[src/rtl/intc_pkg.sv]
package intc_pkg;

    localparam int INTC_W    = 32;
    localparam int NUM_BANKS = 2;

    typedef logic [INTC_W-1:0] word_t;

    // word slot within one bank window (byte offset / 4)
    typedef enum logic [2:0] {
        SLOT_SRC  = 3'd0,
        SLOT_MASK = 3'd1,
        SLOT_CLR  = 3'd2,
        SLOT_MODE = 3'd3,
        SLOT_LVL  = 3'd4,
        SLOT_STAT = 3'd5,
        SLOT_RSV6 = 3'd6,
        SLOT_RSV7 = 3'd7
    } slot_e;

    typedef struct packed {
        logic  hit;
        logic  bank;
        slot_e slot;
    } dec_t;

    typedef struct packed {
        logic  mask_we;
        logic  mode_we;
        logic  lvl_we;
        word_t wdata;
        word_t clr_bits;
    } bank_cmd_t;

    typedef struct packed {
        word_t src;
        word_t mask;
        word_t mode;
        word_t lvl;
        word_t stat;
    } bank_view_t;

    // low: byte offset inside the 64-byte window, upper_zero: no bits above it
    function automatic dec_t decode_addr(input logic [5:0] low, input logic upper_zero);
        dec_t d;
        d.bank = low[5];
        d.slot = slot_e'(low[4:2]);
        d.hit  = upper_zero && (low[4:2] <= 3'd5);
        return d;
    endfunction

    function automatic word_t pick_view(input bank_view_t v, input slot_e s);
        word_t r;
        case (s)
            SLOT_SRC:  r = v.src;
            SLOT_MASK: r = v.mask;
            SLOT_MODE: r = v.mode;
            SLOT_LVL:  r = v.lvl;
            SLOT_STAT: r = v.stat;
            default:   r = '0;
        endcase
        return r;
    endfunction

endpackage

[src/rtl/intc_sync.sv]
module intc_sync
    import intc_pkg::*;
#(
    parameter int STAGES = 2
) (
    input  logic  clk,
    input  logic  rst,
    input  word_t din,
    output word_t cur,
    output word_t prev
);

    word_t stage_q [STAGES];
    word_t prev_q;

    always_ff @(posedge clk) begin
        if (rst) begin
            for (int s = 0; s < STAGES; s++) stage_q[s] <= '0;
            prev_q <= '0;
        end else begin
            stage_q[0] <= din;
            for (int s = 1; s < STAGES; s++) stage_q[s] <= stage_q[s-1];
            prev_q <= stage_q[STAGES-1];
        end
    end

    assign cur  = stage_q[STAGES-1];
    assign prev = prev_q;

endmodule

[src/rtl/intc_bank.sv]
module intc_bank
    import intc_pkg::*;
(
    input  logic       clk,
    input  logic       rst,
    input  word_t      sync_cur,
    input  word_t      sync_prev,
    input  bank_cmd_t  cmd,
    output bank_view_t view,
    output logic       req
);

    word_t mask_q, mode_q, lvl_q, latch_q;
    word_t rise, fall, edge_hit, level_pend, pend;

    always_comb begin
        rise       = sync_cur & ~sync_prev;
        fall       = ~sync_cur & sync_prev;
        edge_hit   = mode_q & ((lvl_q & rise) | (~lvl_q & fall));
        level_pend = ~(sync_cur ^ lvl_q);
        pend       = (mode_q & latch_q) | (~mode_q & level_pend);
    end

    always_ff @(posedge clk) begin
        if (rst) begin
            mask_q  <= '0;
            mode_q  <= '0;
            lvl_q   <= '0;
            latch_q <= '0;
        end else begin
            latch_q <= mode_q & (edge_hit | (latch_q & ~cmd.clr_bits));
            if (cmd.mask_we) mask_q <= cmd.wdata;
            if (cmd.mode_we) mode_q <= cmd.wdata;
            if (cmd.lvl_we)  lvl_q  <= cmd.wdata;
        end
    end

    always_comb begin
        view.src  = pend;
        view.mask = mask_q;
        view.mode = mode_q;
        view.lvl  = lvl_q;
        view.stat = pend & mask_q;
        req       = |view.stat;
    end

    // a detected edge always leaves its latch set, acknowledge or not
    a_r7_edge_wins: assert property (@(posedge clk) disable iff (rst)
        (|edge_hit) |=> ((latch_q & $past(edge_hit)) == $past(edge_hit)));

    // latched bits not named by the acknowledge word survive
    a_r4_unnamed_bits_hold: assert property (@(posedge clk) disable iff (rst)
        (|(latch_q & ~cmd.clr_bits & mode_q))
        |=> ((latch_q & $past(latch_q & ~cmd.clr_bits & mode_q))
             == $past(latch_q & ~cmd.clr_bits & mode_q)));

    // lines in level mode never keep an edge latch
    a_r8_level_no_latch: assert property (@(posedge clk) disable iff (rst)
        (|(~mode_q)) |=> ((latch_q & $past(~mode_q)) == '0));

    // with every line blocked the request is quiet
    a_r3_blocked_quiet: assert property (@(posedge clk) disable iff (rst)
        (mask_q == '0) |-> !req);

endmodule

[src/rtl/intc_dual_bank.sv]
module intc_dual_bank
    import intc_pkg::*;
#(
    parameter int ADDR_W      = 8,
    parameter int SYNC_STAGES = 2
) (
    input  logic              clk,
    input  logic              rst,
    input  logic [INTC_W-1:0] int_lines,
    input  logic              cpu_wr,
    input  logic              cpu_rd,
    input  logic [ADDR_W-1:0] cpu_addr,
    input  logic [INTC_W-1:0] cpu_wdata,
    output logic [INTC_W-1:0] cpu_rdata,
    output logic              irq_req,
    output logic              fiq_req
);

    localparam int WIN_BITS = 6;

    dec_t                 dec;
    word_t                sync_cur, sync_prev;
    bank_view_t           views [NUM_BANKS];
    logic [NUM_BANKS-1:0] reqs;
    word_t                rdata_q;

    always_comb dec = decode_addr(cpu_addr[WIN_BITS-1:0], (cpu_addr >> WIN_BITS) == '0);

    intc_sync #(.STAGES(SYNC_STAGES)) u_sync (
        .clk  (clk),
        .rst  (rst),
        .din  (int_lines),
        .cur  (sync_cur),
        .prev (sync_prev)
    );

    for (genvar b = 0; b < NUM_BANKS; b++) begin : g_bank
        bank_cmd_t cmd;
        logic      sel;

        always_comb begin
            sel          = cpu_wr && dec.hit && (int'(dec.bank) == b);
            cmd.mask_we  = sel && (dec.slot == SLOT_MASK);
            cmd.mode_we  = sel && (dec.slot == SLOT_MODE);
            cmd.lvl_we   = sel && (dec.slot == SLOT_LVL);
            cmd.wdata    = cpu_wdata;
            cmd.clr_bits = (sel && (dec.slot == SLOT_CLR)) ? cpu_wdata : '0;
        end

        intc_bank u_bank (
            .clk       (clk),
            .rst       (rst),
            .sync_cur  (sync_cur),
            .sync_prev (sync_prev),
            .cmd       (cmd),
            .view      (views[b]),
            .req       (reqs[b])
        );
    end

    always_ff @(posedge clk) begin
        if (rst) begin
            rdata_q <= '0;
        end else if (cpu_rd) begin
            rdata_q <= dec.hit ? pick_view(views[dec.bank], dec.slot) : '0;
        end
    end

    assign cpu_rdata = rdata_q;
    assign irq_req   = reqs[0];
    assign fiq_req   = reqs[1];

    // acknowledge offset reads as zero
    a_r11_clear_reads_zero: assert property (@(posedge clk) disable iff (rst)
        (cpu_rd && dec.hit && dec.slot == SLOT_CLR) |=> (cpu_rdata == '0));

    // unmapped addresses read as zero
    a_r11_unmapped_zero: assert property (@(posedge clk) disable iff (rst)
        (cpu_rd && !dec.hit) |=> (cpu_rdata == '0));

    // data holds between reads
    a_r12_rdata_holds: assert property (@(posedge clk) disable iff (rst)
        (!cpu_rd) |=> $stable(cpu_rdata));

endmodule

[config.mk]
export PLATFORM = sky130hd
export DESIGN_NAME = intc_dual_bank
export DESIGN_NICKNAME = d
export VERILOG_FILES = /design/src/rtl/intc_pkg.sv /design/src/rtl/intc_sync.sv /design/src/rtl/intc_bank.sv /design/src/rtl/intc_dual_bank.sv
export SDC_FILE = /design/constraint.sdc
export NUM_CORES = 1
export LEC_CHECK = 0
export ABC_CLOCK_PERIOD_IN_PS = 2300
export BUFFER_PORTS_ARGS = -buffer_cell sky130_fd_sc_hd__buf_2
export CAP_MARGIN = 0
export CORE_MARGIN = 5
export CORE_UTILIZATION = 48
export DETAILED_ROUTE_END_ITERATION = 12
export PLACE_DENSITY = 0.73
export SYNTH_ARGS = -nofsm -noshare
export SYNTH_HDL_FRONTEND = slang
export SYNTH_HIERARCHICAL = 1
export SYNTH_SLANG_ARGS = --single-unit
[constraint.sdc]
create_clock -name clk -period 2.3 [get_ports clk]
set_input_delay 0.345 -clock clk [delete_from_list [all_inputs] [get_ports clk]]
set_output_delay 0.345 -clock clk [all_outputs]
set_load 0.05 [all_outputs]
==> reports/metrics.cfg, run 1 <==
[worst_setup_path]
crit_required_ns=1.96
cp-end-kind=output pin
r2r_setup_slack_ns=0.55
cp_max_fo=3
critPathKind=register to output pin
cp-start-kind=register
worstPathArrival_ns=2.42

[route]
drtPass1Iterations=9
routedWlPerCell_um=18.5
vias=15700
wl_mm=51.8
vias_per_cell=5.62
drt_iter0_markers=1284
drc=0
antenna_left=0

[sta]
fin_crit_sh=1.20
holdWs_ns=0.0910
finalCriticalPeriod_ns=2.77
setup_ws_ns=-0.469
setup-violations-final=2
fin_setup_tns_ns=-0.916
hold_viol=0
relSlewSlack=0.674
finClkSkew_ns=0.0227
max_freq_ghz=0.361
maxSlewViolCount=0
rsz0062_at_grt=true
tightest_slew_ns=0.490

[yosys]
synth_edf_count=0
synthesis.nets=2150
dominantRegCellSynth=dfxtp_1
synth_top_cell_area_share=0.398
synth.distinct_cells=38
yosysSeqAreaShare=0.398
yosysMostFrequentCell=dfxtp_1
ys_warn_count=6
syn_area_um2=19300
synth_area_leaders=dfxtp_1 40%, mux2i_1 9.9%, mux2_2 8.9%, nor2_1 6.3%, and2_1 4.1%
syn_area_per_cell_um2=9.32
synth_commonest_cells=384 x dfxtp_1, 323 x nor2_1, 192 x mux2i_1, 161 x nand2_1, 153 x mux2_2
syn-instance-count=2074
ys_seq_elements=384
synth_top_cell_by_area=dfxtp_1
async_flop_share=0

[floorplan]
die_w_um=211
fp.dieH_um=211
start_util=0.485
dieArea_um2=44400
rows=73
io_pins=110
coreArea_um2=39800

[placed_design]
dpl_cell_area_um2=21000
io_buffers=107
gp_congestion=0.824
dp_cells=2684
dp.final_hpwl_mm=32.7
place_ws_ns=-0.103

[clocking]
clkTransAtPathRegs_ns=0.06
cts_tree=built
post_cts_buffers=0
insertion_delay_ns=0.58
htree_num_levels=2
cts_max_path_buffers=3
numCtsBuffers=43
cts-root-buf=clkbuf_16
clock-sinks=384

[power_and_ir_drop]
p_sw_frac=0.230
ir_drop_uv=455
powerDensity_nw_per_um2=656
power.total_mw=15.1
leakagePower_nw=8.53
comb_power_share=0.065
net-switching-power_mw=3.47
seq_power_share=0.451
clkPwrFrac=0.484
p_int_mw=11.6

[global_route]
grtUsageTotal=0.226
grt_pass1_vias=15600
grt_pass1_wl_mm=82.6
antenna_found_initial=4
grt_max_degree=77
grt_overflow=0

[run_status]
status=finished, violations left
violations=negative setup slack

[cells_and_area]
drive_gt1_frac=0.258
area_growth_pct=18.9
final_cells=2793
num-nets-final=2310
nFillCells=3457
final_cell_area_um2=23000
fin_util=0.577

[worst_hold_path]
hold_class=primary input to register

[run]
maxCapViolCount=0

-- worst max-delay path, cell delays in order, from the launching register on --
cell and delay [ns]:
dfxtp_2 0.37, xor2_1 0.20, o21ai_2 0.09, a22oi_2 0.21
nand4_1 0.24, or4_4 0.58, buf_8 0.18
-- what timing repair did --
item,CTS,global route
endpoints found under the hold margin,30,0
gates resized for setup,36,65
setup endpoints to repair,2,2
pin swaps,20,28
hold buffers,30,0
-- power groups by stage --
stage / Combinational, mW / Clock [mW] / Sequential [mW]
floorplan: 0.599 / 0 / 6.92
global placement: 0.893 / 0 / 6.94
detailed placement: 0.913 / 0 / 6.94
CTS: 0.966 / 7.41 / 6.80
global route: 1.05 / 7.69 / 6.81
finish: 0.982 / 7.29 / 6.80
-- final timing paths --
check / end / cells after the start / from
worst max-delay path: irq_req / 6 / u_sync/stage_q[0][43]$_SDFF_PP0_
worst min-delay path: u_sync/stage_q[0][17]$_SDFF_PP0_ / 2 / int_lines[17]
worst max register to register: cpu_rdata[19]$_SDFFE_PP0P_ / 6 / u_sync/stage_q[0][51]$_SDFF_PP0_
worst min register to register: u_sync/stage_q[0][60]$_SDFF_PP0_ / 1 / u_sync/stage_q[0][28]$_SDFF_PP0_
-- kinds of logic (layout without fill, tap and decap cells) --
| kind of cell | after synthesis | count (layout) | synth area share |
|---|---|---|---|
| xor+xnor | 64 | 64 | 0.0290 |
| compound gates | 259 | 259 | 0.119 |
| simple gates | 799 | 799 | 0.204 |
| mux | 352 | 352 | 0.193 |
| buf+inv | 216 | 409 | 0.0583 |
| flops | 384 | 384 | 0.398 |
| other cells | 0 | 1 | 0 |
-- state kept, by name, summed over array words and instances, names as in the netlist --
signal / flops
g_bank.u_bank/mask_q: 64
g_bank.u_bank/lvl_q: 64
u_sync/prev: 32
cpu_rdata: 32
g_bank.u_bank/mode_q: 64
g_bank.u_bank/latch_q: 64
u_sync/stage_q: 64
-- cell type report --
type	instances	area [um^2]	area share
clock buffer	61	1250	0.0545
timing repair buffer	264	2110	0.0917
sequential	384	7750	0.337
inverter	67	251	0.0109
antenna	1	2.50	0.000109
multi-input combinational	1474	10700	0.466
tap	525	657	0.0286
clock inverter	17	251	0.0109
-- per-layer routing --
| metal | vias up | share of wire | global-route usage |
|---|---|---|---|
| met1 | 7594 | 0.42 | 0.284 |
| met3 | 137 | 0.050 | 0.0392 |
| met2 | 408 | 0.49 | 0.387 |
| li1 | 7554 | - | - |
| met5 | - | 0.00066 | 0 |
| met4 | 6 | 0.035 | 0.0876 |
-- cells in the final DEF, fill, tap and decap left out, drive strengths merged, types with 2 or more instances in the layout --
master,netlist,routed
clkinv,0,6
a22oi,32,32
bufinv,0,6
nor4,2,2
buf,115,234
clkinvlp,0,2
nor2b,102,102
nor2,323,323
mux2i,192,192
and2,128,128
nand3,2,2
clkbuf,34,61
mux2,160,160
a222oi,64,64
o21ai,64,64
nor3b,66,66
dlygate4sd3,0,30
nand2,161,161
or4,2,2
and3b,2,2
dfxtp,384,384
inv,67,70
a221oi,96,96
nand4,8,8
xor2,64,64
Power figures use the tool's default switching activity.
==> inputs of run 2 (changes only) <==
--- a/config.mk
+++ b/config.mk
@@ -5,6 +5,7 @@
 export SDC_FILE = /design/constraint.sdc
 export NUM_CORES = 1
 export LEC_CHECK = 0
+export ABC_AREA = 1
 export ABC_CLOCK_PERIOD_IN_PS = 2300
 export BUFFER_PORTS_ARGS = -buffer_cell sky130_fd_sc_hd__buf_2
 export CAP_MARGIN = 0
==> run 2 against run 1 <==
- the run now ends clean
- non-clock buffer count fell by 71
- count of clock-buffer cells in the layout fell by 1
- critical path depth rose by 5
- global-route usage rose by 0.64 points
- routed wire length rose by 8.2%
- sequential cell count did not move
- critical path type unchanged
- critical endpoint is now fiq_req
==> reports/metrics.cfg, run 2 <==
[sta]
tightest_slew_ns=0.493
fin_crit_sh=0.981
rsz0062_at_grt=true
holdWs_ns=0.113
max_freq_ghz=0.443
relSlewSlack=0.671
hold_viol=0
setup-violations-final=0
finClkSkew_ns=0.0151
setup_ws_ns=0.0442
maxSlewViolCount=0
finalCriticalPeriod_ns=2.26

[global_route]
grtUsageTotal=0.232
grt_pass1_wl_mm=90.1
grt_max_degree=86
grt_overflow=0
antenna_found_initial=6
grt_pass1_vias=17700

[yosys]
yosysMostFrequentCell=nand2_1
async_flop_share=0
syn-instance-count=3250
synth_top_cell_area_share=0.375
yosysSeqAreaShare=0.375
synth_commonest_cells=1004 x nand2_1, 475 x inv_1, 384 x dfxtp_1, 316 x nor2_1, 254 x o21ai_0
synthesis.nets=3326
synth_edf_count=0
syn_area_um2=20500
syn_area_per_cell_um2=6.31
ys_warn_count=6
synth_area_leaders=dfxtp_1 37%, nand2_1 18%, inv_1 8.7%, o21ai_0 6.2%, nor2_1 5.8%
ys_seq_elements=384
dominantRegCellSynth=dfxtp_1
synth_top_cell_by_area=dfxtp_1
synth.distinct_cells=25

[floorplan]
coreArea_um2=42100
dieArea_um2=47000
die_w_um=217
io_pins=110
start_util=0.487
fp.dieH_um=217
rows=75

[route]
drc=0
drtPass1Iterations=5
antenna_left=0
routedWlPerCell_um=14.4
vias=19200
vias_per_cell=4.95
drt_iter0_markers=1452
wl_mm=56.0

[clocking]
cts-root-buf=clkbuf_16
cts_tree=built
numCtsBuffers=43
insertion_delay_ns=0.57
cts_max_path_buffers=3
clkTransAtPathRegs_ns=0.06
htree_num_levels=2
clock-sinks=384

[cells_and_area]
final_cell_mix=956 x nand2_1, 458 x inv_1, 297 x nor2_1, 297 x dfxtp_1, 254 x o21ai_0
num-nets-final=3390
area_growth_pct=15.4
final_common_cell=nand2_1
nFillCells=4138
drive_gt1_frac=0.204

[worst_setup_path]
cp-end-kind=output pin
critPathKind=register to output pin
slowest_delay_ns=0.33
crit_end=fiq_req
r2r_setup_slack_ns=0.77
cp-start-kind=register
r2r-start=u_sync/stage_q[0][42]$_SDFF_PP0_
rr_endpoint=cpu_rdata[10]$_SDFFE_PP0P_
slowest_stage=dfxtp_1
rr_worst_depth=13
cp_max_fo=4
worstPathArrival_ns=1.91
worstSetupStartpoint=g_bank[1].u_bank/lvl_q[5]$_SDFFE_PP0P_
path_cells=inv_1, nand2_2, nand3_2, nand2_2, nand2_1, nand2_1, nor2_2, nand2_1, nor2_4, nand2_2, buf_8
crit_required_ns=1.96

[placed_design]
place_ws_ns=0.237
dp.final_hpwl_mm=35.9
gp_congestion=0.846
io_buffers=107

[run_status]
status=finished, final reports clean

[run]
maxCapViolCount=0

[power_and_ir_drop]
leakagePower_nw=11.7
powerDensity_nw_per_um2=642
ir_drop_uv=420

[worst_hold_path]
hold_class=primary input to register

-- run 2: cell count changes after synthesis, moves of 138 or more --
cell,delta
nand2_2,+138
inv_1,+409
nand2_1,+843
mux2_2,-153
a21oi_1,+169
o21ai_0,+228
mux2i_1,-192
-- run 2: worst min path at each step --
stage / cells past startpoint / endpoint / slack, ns / from
floorplan: 2 / u_sync/stage_q[0][32]$_SDFF_PP0_ / 0.39 / u_sync/stage_q[0][0]$_SDFF_PP0_
global placement: 2 / u_sync/stage_q[0][50]$_SDFF_PP0_ / 0.39 / u_sync/stage_q[0][18]$_SDFF_PP0_
detailed placement: 2 / u_sync/stage_q[0][36]$_SDFF_PP0_ / 0.39 / u_sync/stage_q[0][4]$_SDFF_PP0_
CTS: 3 / g_bank[1].u_bank/mask_q[9]$_SDFFE_PP0P_ / 0.09 / cpu_wdata[9]
global route: 3 / g_bank[0].u_bank/mask_q[24]$_SDFFE_PP0P_ / 0.12 / cpu_wdata[24]
finish: 3 / g_bank[1].u_bank/mask_q[9]$_SDFFE_PP0P_ / 0.11 / cpu_wdata[9]
-- run 2: power by group --
group | internal, mW | leakage (nW) | switching, mW
combinational | 0.412 | 7.77 | 0.768
sequential | 6.73 | 3.16 | 0.0928
clock | 4.41 | 0.723 | 2.79
total | 11.5 | 11.7 | 3.65
-- run 2: area by class of cell --
| cell class | instances | area [um^2] | area share |
|---|---|---|---|
| Multi-Input combinational cell | 2150 | 10100 | 0.428 |
| Inverter | 542 | 2040 | 0.0863 |
| Sequential cell | 384 | 7860 | 0.332 |
| Tap cell | 539 | 674 | 0.0285 |
| Antenna cell | 3 | 7.51 | 0.000317 |
| Clock inverter | 16 | 240 | 0.0101 |
| Clock buffer | 60 | 1230 | 0.0521 |
| Timing Repair Buffer | 193 | 1480 | 0.0624 |
-- run 2: metrics by stage --
stage               instances  setup TNS [ns]  instance area, um^2  power (mW)   util
floorplan                3250               0                20500        7.72      -
global placement         3772               0                21400        8.06  0.508
detailed placement       3772               0                21400        8.07  0.508
CTS                      3881        -0.00519                23400        15.3  0.555
global route             3886         -0.0673                23700        15.8  0.562
finish                   3887               0                23700        15.2  0.562
-- run 2: worst max-delay path: cells and delay by family (launching register included) --
| family | cells | cell delay, ns |
|---|---|---|
| simple gates | 9 | 0.78 |
| flops | 1 | 0.33 |
| buf+inv | 2 | 0.25 |
-- run 2: logic make-up (layout without fill, tap and decap cells) --
| family | Yosys count | in the layout | share of synthesized area |
|---|---|---|---|
| other | 0 | 3 | 0 |
| and+or+nand+nor | 1628 | 1628 | 0.344 |
| AOI/OAI and AO/OA | 522 | 522 | 0.136 |
| DFF | 384 | 384 | 0.375 |
| buffers and inverters | 716 | 811 | 0.145 |
-- run 2: per-layer routing --
metal  GRT usage  share of wire
met5           0        0.00025
met2       0.383           0.46
met1       0.314           0.45
met3      0.0322          0.062
met4      0.0823          0.031
-- run 2: timing repair --
action | CTS | global route
pin swaps | 10 | 32
endpoints found under the hold margin | 32 | 0
resized for setup | 95 | 124
buffers inserted | 1 | 3
hold buffers | 32 | 0
setup endpoints to repair | 2 | 2
